--- src/rtl/wdg_pkg.sv ---
package wdg_pkg;

  typedef struct packed {
    logic       to_irq;
    logic       halt;
    logic [2:0] guard;
    logic [2:0] psel;
  } wdg_ctrl_t;

  localparam logic [2:0] GUARD_OK = 3'b101;
  localparam logic [7:0] KEY_ARM  = 8'h55;
  localparam logic [7:0] KEY_FIRE = 8'hAA;

  typedef enum logic {
    KS_IDLE,
    KS_ARMED
  } key_state_e;

endpackage

--- src/rtl/wdg_timebase.sv ---
module wdg_timebase #(
  parameter int BASE_DIV = 512,
  parameter int PS_W     = 3
) (
  input  logic            clk,
  input  logic            rst,
  input  logic            restart,
  input  logic [PS_W-1:0] psel,
  output logic            tick
);
  localparam int BW     = (BASE_DIV > 1) ? $clog2(BASE_DIV) : 1;
  localparam int MAX_SH = (1 << PS_W) - 2;
  localparam int PW     = (MAX_SH > 0) ? MAX_SH : 1;

  logic [BW-1:0] base_q;
  logic          base_hit;
  logic [PW-1:0] pre_q;
  logic [PW-1:0] pre_lim;

  assign base_hit = (base_q == BW'(BASE_DIV - 1));

  // Prescale limit: select 0 and 1 divide by one, select s divides by 2^(s-1).
  always_comb begin
    if (psel <= PS_W'(1)) pre_lim = '0;
    else                  pre_lim = (PW'(1) << (psel - PS_W'(1))) - PW'(1);
  end

  assign tick = base_hit && (pre_q >= pre_lim);

  always_ff @(posedge clk) begin
    if (rst || restart) begin
      base_q <= '0;
      pre_q  <= '0;
    end else if (base_hit) begin
      base_q <= '0;
      pre_q  <= (pre_q >= pre_lim) ? '0 : pre_q + PW'(1);
    end else begin
      base_q <= base_q + BW'(1);
    end
  end

  generate
    if (BASE_DIV > 1) begin : g_gap
      // the base stage never ticks on two cycles in a row
      p_tick_gap_r1: assert property (@(posedge clk) disable iff (rst)
        tick |=> !tick);
    end
  endgenerate

endmodule

--- src/rtl/wdg_keyseq.sv ---
module wdg_keyseq #(
  parameter int KEY_W = 8
) (
  input  logic             clk,
  input  logic             rst,
  input  logic             key_wr,
  input  logic [KEY_W-1:0] key_val,
  output logic             kick
);
  import wdg_pkg::*;

  key_state_e state_q;

  assign kick = key_wr && (state_q == KS_ARMED) && (key_val == KEY_W'(KEY_FIRE));

  always_ff @(posedge clk) begin
    if (rst) begin
      state_q <= KS_IDLE;
    end else if (key_wr) begin
      if (key_val == KEY_W'(KEY_ARM)) state_q <= KS_ARMED;
      else                            state_q <= KS_IDLE;
    end
  end

  // a completed sequence always leaves the sequencer disarmed
  p_disarm_after_kick_r3: assert property (@(posedge clk) disable iff (rst)
    kick |=> (state_q == KS_IDLE));

endmodule

--- src/rtl/wdg_pulse.sv ---
module wdg_pulse #(
  parameter int PULSE_LEN = 512
) (
  input  logic clk,
  input  logic rst,
  input  logic fire,
  input  logic to_irq,
  output logic line_rst,
  output logic line_irq,
  output logic busy
);
  localparam int CW = $clog2(PULSE_LEN + 1);

  logic [CW-1:0] left_q;

  assign busy = line_rst || line_irq;

  always_ff @(posedge clk) begin
    if (rst) begin
      left_q   <= '0;
      line_rst <= 1'b0;
      line_irq <= 1'b0;
    end else if (!busy) begin
      if (fire) begin
        left_q   <= CW'(PULSE_LEN - 1);
        line_rst <= !to_irq;
        line_irq <= to_irq;
      end
    end else if (left_q == '0) begin
      line_rst <= 1'b0;
      line_irq <= 1'b0;
    end else begin
      left_q <= left_q - CW'(1);
    end
  end

  // the pulse is never on both lines
  p_lines_excl_r6: assert property (@(posedge clk) disable iff (rst)
    !(line_rst && line_irq));

  generate
    if (PULSE_LEN > 1) begin : g_hold
      // a pulse that has started keeps going for its next cycle
      p_pulse_hold_r7: assert property (@(posedge clk) disable iff (rst)
        $rose(busy) |=> busy);
    end
  endgenerate

endmodule

--- src/rtl/wdg_keyed_top.sv ---
module wdg_keyed_top #(
  parameter int BASE_DIV  = 512,
  parameter int PULSE_LEN = 512,
  parameter int CNT_W     = 8
) (
  input  logic       clk,
  input  logic       rst,
  input  logic       wr_en,
  input  logic       wr_ctrl,
  input  logic [7:0] wr_data,
  output logic       wdog_rst,
  output logic       wdog_irq
);
  import wdg_pkg::*;

  localparam int PS_W = $bits(wr_data) - 5;

  wdg_ctrl_t        ctrl_q;
  wdg_ctrl_t        wr_fields;
  logic [CNT_W-1:0] cnt_q;
  logic             ctrl_wr, key_wr, guard_bad, ctrl_ok;
  logic             kick, restart, tick, overflow, fire, busy;

  assign wr_fields = wdg_ctrl_t'(wr_data);
  assign ctrl_wr   = wr_en && wr_ctrl;
  assign key_wr    = wr_en && !wr_ctrl;
  assign guard_bad = ctrl_wr && (wr_fields.guard != GUARD_OK);
  assign ctrl_ok   = ctrl_wr && !guard_bad;
  assign restart   = ctrl_ok || kick;
  assign overflow  = tick && !ctrl_q.halt && (cnt_q == '1) && !restart;
  assign fire      = guard_bad || overflow;

  wdg_timebase #(.BASE_DIV(BASE_DIV), .PS_W(PS_W)) u_timebase (
    .clk     (clk),
    .rst     (rst),
    .restart (restart),
    .psel    (ctrl_q.psel),
    .tick    (tick)
  );

  wdg_keyseq #(.KEY_W(8)) u_keyseq (
    .clk     (clk),
    .rst     (rst),
    .key_wr  (key_wr),
    .key_val (wr_data),
    .kick    (kick)
  );

  wdg_pulse #(.PULSE_LEN(PULSE_LEN)) u_pulse (
    .clk      (clk),
    .rst      (rst),
    .fire     (fire),
    .to_irq   (ctrl_q.to_irq),
    .line_rst (wdog_rst),
    .line_irq (wdog_irq),
    .busy     (busy)
  );

  always_ff @(posedge clk) begin
    if (rst) begin
      ctrl_q <= '{to_irq: 1'b0, halt: 1'b0, guard: GUARD_OK, psel: '0};
    end else if (ctrl_ok) begin
      ctrl_q <= wr_fields;
    end
  end

  always_ff @(posedge clk) begin
    if (rst || restart)             cnt_q <= '0;
    else if (tick && !ctrl_q.halt)  cnt_q <= cnt_q + CNT_W'(1);
  end

  // the key sequencer's clear reaches the counter on the same edge
  p_key_clears_r3: assert property (@(posedge clk) disable iff (rst)
    kick |=> (cnt_q == '0));

  // a bad guard on an idle pulse stage shows on a line next cycle
  p_bad_guard_fires_r4: assert property (@(posedge clk) disable iff (rst)
    (guard_bad && !busy) |=> (wdog_rst || wdog_irq));

  // a halted counter does not move unless restarted
  p_halt_holds_r5: assert property (@(posedge clk) disable iff (rst)
    (ctrl_q.halt && !restart) |=> $stable(cnt_q));

endmodule

--- config.mk ---
export PLATFORM = sky130hd
export DESIGN_NAME = wdg_keyed_top
export DESIGN_NICKNAME = d
export VERILOG_FILES = /design/src/rtl/wdg_pkg.sv /design/src/rtl/wdg_timebase.sv /design/src/rtl/wdg_keyseq.sv /design/src/rtl/wdg_pulse.sv /design/src/rtl/wdg_keyed_top.sv
export SDC_FILE = /design/constraint.sdc
export NUM_CORES = 1
export LEC_CHECK = 0
export ABC_CLOCK_PERIOD_IN_PS = 7300
export CORE_ASPECT_RATIO = 1.1
export CORE_MARGIN = 2
export CORE_UTILIZATION = 44
export CTS_BUF_LIST = sky130_fd_sc_hd__clkbuf_8
export DETAILED_ROUTE_END_ITERATION = 8
export DONT_BUFFER_PORTS = 1
export GPL_ROUTABILITY_DRIVEN = 0
export PLACE_DENSITY = 0.58
export SLEW_MARGIN = 20
export SYNTH_ARGS = -nofsm -noshare
export SYNTH_HDL_FRONTEND = slang
export SYNTH_SLANG_ARGS = --single-unit
export TNS_END_PERCENT = 100
--- constraint.sdc ---
create_clock -name clk -period 7.3 [get_ports clk]
set_input_delay 0.73 -clock clk [delete_from_list [all_inputs] [get_ports clk]]
set_output_delay 0.73 -clock clk [all_outputs]
set_load 0.05 [all_outputs]
==> results of run 1 <==
[registers in the layout (all words and copies together) (netlist names)]
name	count
u_timebase.pre_q	6
cnt_q	8
u_pulse.left_q	10
u_keyseq.state_q	1
u_pulse.line_rst	1
u_pulse.line_irq	1
ctrl_q	5
u_timebase.base_q	9
[through the flow]
stage          setup slack, ns  util, %  std cells  hold WS, ns  area (um2)
2_1_floorplan             4.53        -        242        0.438        2120
3_3_place_gp              4.15     46.3        291        0.461        2150
3_5_place_dp              4.05     46.3        291        0.463        2150
4_1_cts                   4.02     49.2        299        0.475        2290
5_1_grt                   3.74     49.2        299        0.485        2290
6_report                  4.02     49.2        299        0.477        2290
[cells in the final DEF (no fill, tap or decap), types with 3 or more instances in the layout]
cell       n
a21oi_1   11
a31oi_1    5
and3_1     5
clkbuf_8   5
dfxtp_1   41
ha_1      12
inv_1      8
mux2i_1    7
nand2_1   14
nand2b_1   8
nand3_1    7
nor2_1    40
nor3_1     7
o21a_1     8
o21ai_0    4
or2_1      3
xnor2_1    9
xor2_1     8
[logic make-up after synthesis]
family | Yosys count | share of synthesized area, %
AO/OA/AOI/OAI | 41 | 13.0
adder cells (fa/ha/maj) | 12 | 7.07
multiplexers | 7 | 3.30
AND/OR/NAND/NOR | 109 | 27.7
buffers and inverters | 15 | 3.30
flip-flops | 41 | 38.6
XOR/XNOR | 17 | 7.01
[critical path, cell delays in order (launching register included)]
cell       delay, ns
dfxtp_1         0.45
or3b_2          0.47
ha_1            0.26
nor3_1          0.18
a31oi_1         0.06
ha_1            0.29
nand3_2         0.08
a2bb2oi_1       0.18
o31a_1          0.38
o31a_1          0.38
nand2_2         0.15
a311oi_1        0.30
[how the worst max path moves through the flow]
stage,endpoint,cells after the start,slack [ns]
after floorplan,cnt_q[5],11,4.53
after global placement,u_pulse.left_q[9],11,4.15
after detailed placement,u_pulse.left_q[9],11,4.05
after CTS,u_pulse.left_q[9],11,4.02
after global routing,u_pulse.left_q[9],11,3.74
final,u_pulse.left_q[9],11,4.02
[per-layer routing]
| metal | vias up | routed length, um | share of wire, % |
|---|---|---|---|
| li1 | 852 | - | - |
| met1 | 732 | 1900 | 47 |
| met2 | 17 | 1860 | 46 |
| met3 | 10 | 152 | 3.7 |
| met4 | 0 | 165 | 4.1 |
| met5 | - | 0 | 0 |
[power by group through the flow]
stage               clock network (mW)  logic (mW)  registers [mW]
global placement                     0      0.0571           0.255
detailed placement                   0      0.0570           0.255
finish                           0.213      0.0567           0.250
floorplan                            0      0.0502           0.252
CTS                              0.219      0.0571           0.249
global route                     0.229      0.0655           0.252
[area by class of cell]
class | instances | area (um2)
clock buffer | 5 | 68.8
clock inverter | 3 | 65.1
fill | 470 | 2360
inverter | 8 | 30.0
multi-input combinational | 186 | 1230
sequential | 41 | 821
tap | 56 | 70.1
==> flow_summary.json, run 1 <==
{
  "num_vias": 1611,
  "dp_hpwl_um": 3000,
  "yosysTopAreaCellShare_pct": 38.6,
  "power_uw": 520,
  "cts_setup_buffers": 0,
  "tightestPinTransition_ns": 0.585,
  "initial_core_util_pct": 45.7,
  "combPwrFrac_pct": 10.9,
  "busiest_layer": "met2",
  "grt_pass1_wl_um": 7020,
  "hold_viol_final": 0,
  "peakVddDrop_mv": 0.125,
  "die_width_um": 70.3,
  "ys_warn_count": 0,
  "initialDrtViolationCount": 71,
  "ys_async_sr_fraction_pct": 0,
  "seqPwrFrac_pct": 48.0,
  "n_antenna_cell": 0,
  "root_buffer": "clkbuf_8",
  "synth_area_leaders": "dfxtp_1, ha_1, nor2_1",
  "num_rows": 26,
  "rsz0062_at_grt": "false",
  "use_met1_pct": 19.3,
  "startpoint": "ctrl_q[1]",
  "grt.total_usage_pct": 16.1,
  "post-route-drc-count": 0,
  "dieArea_um2": 5400,
  "drv_slew": 0,
  "leakagePower_nw": 0.849,
  "fmax_ghz": 0.305,
  "dieHeight_um": 76.9,
  "htree_levels": 2,
  "grt_max_degree": 21,
  "io_pins": 14,
  "p_sw_share_pct": 23.9,
  "synth-edff-count": 0,
  "cts_buffers": 5,
  "maxCapViolations": 0,
  "r2r_slack_ns": 4.02,
  "hp-class": "reg2reg",
  "drive_gt1_share_pct": 7.82,
  "postCtsResizedCells": 0,
  "hold_start": "u_keyseq.state_q",
  "worst-setup-path-type": "reg2reg",
  "endpoint_kind": "register",
  "min_period_ns": 3.28,
  "r2r-end": "u_pulse.left_q[9]",
  "yosysMostFrequentCell": "dfxtp_1",
  "wl_per_cell_um": 13.6,
  "syn2layout_area_growth_pct": 7.71,
  "synth_top_flop_cell": "dfxtp_1",
  "min_path_cells": 2,
  "p_int_uw": 395,
  "synth_common_cells": "dfxtp_1, nor2_1, nand2_1, ha_1, a21oi_1",
  "status": "complete, no violations",
  "reg2reg_depth": 11,
  "grt_use_met3_pct": 5.26,
  "grt_pass1_vias": 1540,
  "r2r-start": "ctrl_q[1]",
  "path_max_fanout": 11,
  "finalNetCount": 266,
  "portBuffers": 0,
  "met2_usage_pct": 25.1,
  "netSwitchingPower_uw": 124,
  "antenna_left": 0,
  "hold_buffers": 0,
  "finalSetupTns_ns": 0,
  "clockPowerShare_pct": 41.0,
  "setup_viol": 0,
  "via_per_inst": 5.39,
  "start_kind": "register",
  "clk_pin_slew_ns": 0.08,
  "synthCells": 242,
  "finalClockSkew_ns": 0.00478,
  "drt_pass1_iterations": 4,
  "ys_ff_latch": 41,
  "min_to": "u_keyseq.state_q",
  "core_um2": 4650,
  "worstPathRequired_ns": 7.50,
  "cts_tree": "done",
  "wirelength_um": 4070,
  "synth_top_cell_by_area": "dfxtp_1",
  "clock_sinks": 41,
  "synth_area_per_cell_um2": 8.78,
  "ctsLongestPathBuffers": 2,
  "worstPathArrival_ns": 3.47,
  "relSlewSlack_pct": 60.9,
  "gr-total-overflow": 0,
  "synth_cell_types": 50,
  "yosysSeqAreaShare_pct": 38.6,
  "antenna_found_initial": 0,
  "clk_latency_ns": 0.29,
  "p_per_area_nw_per_um2": 227,
  "post-route-period-util_pct": 44.9,
  "netlist_area_um2": 2120,
  "synthesis.nets": 266
}
Note: power is estimated with default switching activity, not from simulation.
==> run 2, diff against run 1 <==
--- a/config.mk
+++ b/config.mk
@@ -5,7 +5,7 @@
 export SDC_FILE = /design/constraint.sdc
 export NUM_CORES = 1
 export LEC_CHECK = 0
-export ABC_CLOCK_PERIOD_IN_PS = 7300
+export ABC_CLOCK_PERIOD_IN_PS = 3250
 export CORE_ASPECT_RATIO = 1.1
 export CORE_MARGIN = 2
 export CORE_UTILIZATION = 44
==> constraint.sdc (replaced) <==
create_clock -name clk -period 3.25 [get_ports clk]
set_input_delay 0.325 -clock clk [delete_from_list [all_inputs] [get_ports clk]]
set_output_delay 0.325 -clock clk [all_outputs]
set_load 0.05 [all_outputs]
==> run 2 against run 1 <==
Worst hold slack lost 0.38 ns. Non-clock buffer count grew 2. Combinational power grew 120%. Clock-buffer cell count is the same. Clock power grew 130%. Die area is the same. Critical endpoint unchanged. Largest cell class unchanged. Largest power group unchanged.
==> flow_summary.json, run 2 (synthesis results as in run 1) <==
{
  "grt_pass1_wl_um": 6930,
  "min_to": "u_keyseq.state_q",
  "finalClockSkew_ns": 0.00753,
  "clk_latency_ns": 0.29,
  "grt_max_degree": 21,
  "p_int_uw": 888,
  "clockPowerShare_pct": 41.2,
  "cts_tree": "done",
  "endpoint_kind": "register",
  "grt_pass1_vias": 1492,
  "holdWs_ns": 0.0990,
  "p_sw_share_pct": 24.0,
  "num_vias": 1622,
  "drv_slew": 0,
  "gr-total-overflow": 0,
  "setup_viol": 0,
  "n_antenna_cell": 0,
  "largest_reg_flops": 10,
  "combPwrFrac_pct": 10.9,
  "post-route-period-util_pct": 90.9,
  "cts_buffers": 5,
  "initialDrtViolationCount": 67,
  "worst-setup-path-type": "reg2reg",
  "min_path_cells": 1,
  "final_cell_count_no_fill": 301,
  "relSlewSlack_pct": 60.9,
  "leakagePower_nw": 0.859,
  "path_max_fanout": 8,
  "layout_commonest_cell": "dfxtp_1",
  "hold_viol_final": 0,
  "grt.total_usage_pct": 16.0,
  "netSwitchingPower_uw": 281,
  "status": "complete, no violations",
  "wirelength_um": 4080,
  "peakVddDrop_mv": 0.295,
  "regArea_um2": 821,
  "antenna_found_initial": 0,
  "num_rows": 26,
  "place_area_um2": 2170,
  "wl_per_cell_um": 13.6,
  "core_um2": 4650,
  "die_width_um": 70.3,
  "final_cell_area_um2": 2300,
  "via_per_inst": 5.39,
  "htree_levels": 2,
  "syn2layout_area_growth_pct": 8.42,
  "rsz0062_at_grt": "false",
  "drive_gt1_share_pct": 8.57,
  "largest_register": "u_pulse.left_q",
  "fillers": 447,
  "worstPathCellList": "or3b_2 > ha_1 > nor3_1 > a31oi_1 > ha_1 > nand3_2 > a2bb2oi_1 > o31a_1 > o31a_1 > nand2_2 > a311oi_1",
  "largest_registers": "u_pulse.left_q: 10 flops, u_timebase.base_q: 9 flops, cnt_q: 8 flops",
  "slowest_delay_ns": 0.47,
  "ctsLongestPathBuffers": 2,
  "tightestPinTransition_ns": 0.586,
  "drt_pass1_iterations": 4,
  "r2r-start": "ctrl_q[1]",
  "start_kind": "register",
  "postCtsResizedCells": 0,
  "worstPathRequired_ns": 3.45,
  "hp-class": "in2reg",
  "hold_start": "rst",
  "clock_sinks": 41,
  "io_pins": 14,
  "r2r_slack_ns": 0.29,
  "power_mw": 1.17,
  "dp_hpwl_um": 3010,
  "slowest_stage": "or3b_2",
  "cts_setup_buffers": 0,
  "r2r-end": "u_pulse.left_q[9]",
  "dieArea_um2": 5400,
  "initial_core_util_pct": 45.7,
  "finalNetCount": 268,
  "seqPwrFrac_pct": 48.0,
  "clk_pin_slew_ns": 0.08,
  "fmax_ghz": 0.338,
  "worstPathArrival_ns": 3.15,
  "multi_input_area_um2": 1230,
  "placed_cells": 293,
  "final_cell_mix": "dfxtp_1, nor2_1, nand2_1",
  "hold_buffers": 0,
  "reg2reg_depth": 11,
  "root_buffer": "clkbuf_8",
  "dieHeight_um": 76.9,
  "min_period_ns": 2.96,
  "finalSetupTns_ns": 0,
  "antenna_left": 0,
  "portBuffers": 0,
  "p_per_area_nw_per_um2": 508,
  "maxCapViolations": 0,
  "post-route-drc-count": 0
}
## run 2: changes by cell type in the layout (fill, tap and decap cells not counted)
cell and change:
buf_4 +2
## run 2: area by class of cell
class | count | share of cell area (%)
multi-input combinational | 186 | 53.6
sequential | 41 | 35.6
tap | 56 | 3.04
clock buffer | 5 | 2.99
clock inverter | 3 | 2.82
inverter | 8 | 1.30
timing repair buffer | 2 | 0.652
## run 2: critical path, delay by kind of cell, from the launching register on
family          cells  cell delay [ns]
fa+ha+maj           2             0.56
compound gates      5             0.99
flops               1             0.45
simple gates        4             0.87
## run 2: worst max path at each step
stage                   start           endpoint  slack (ns)  depth (start not counted)
CTS                 ctrl_q[1]  u_pulse.left_q[9]        0.27                         11
detailed placement  ctrl_q[1]  u_pulse.left_q[9]        0.28                         11
finish              ctrl_q[1]  u_pulse.left_q[9]        0.29                         11
global route        ctrl_q[1]  u_pulse.left_q[9]        0.03                         11
floorplan           ctrl_q[1]           cnt_q[5]        0.48                         11
global placement    ctrl_q[1]  u_pulse.left_q[9]        0.33                         11
## run 2: through the flow
step | utilization [%] | setup WS (ns)
global placement | 46.6 | 0.333
CTS | 49.5 | 0.271
floorplan | - | 0.483
detailed placement | 46.6 | 0.285
finish | 49.5 | 0.295
global route | 49.5 | 0.0257
## run 2: power by group through the flow
stage | logic (mW) | clock network (mW) | registers, mW
floorplan | 0.113 | 0 | 0.566
global placement | 0.126 | 0 | 0.571
detailed placement | 0.127 | 0 | 0.572
CTS | 0.128 | 0.498 | 0.560
global route | 0.147 | 0.519 | 0.565
finish | 0.127 | 0.481 | 0.561
## run 2: metal layers
metal  wire length, um  track usage (%)  part of all wire [%]  vias up
met5                 0                0                     0        -
met4                21             5.58                  0.51        0
met2              1880             24.7                    46       20
met1              2040             21.3                    50      746
li1                  -                -                     -      854
met3               134             4.47                   3.3        2
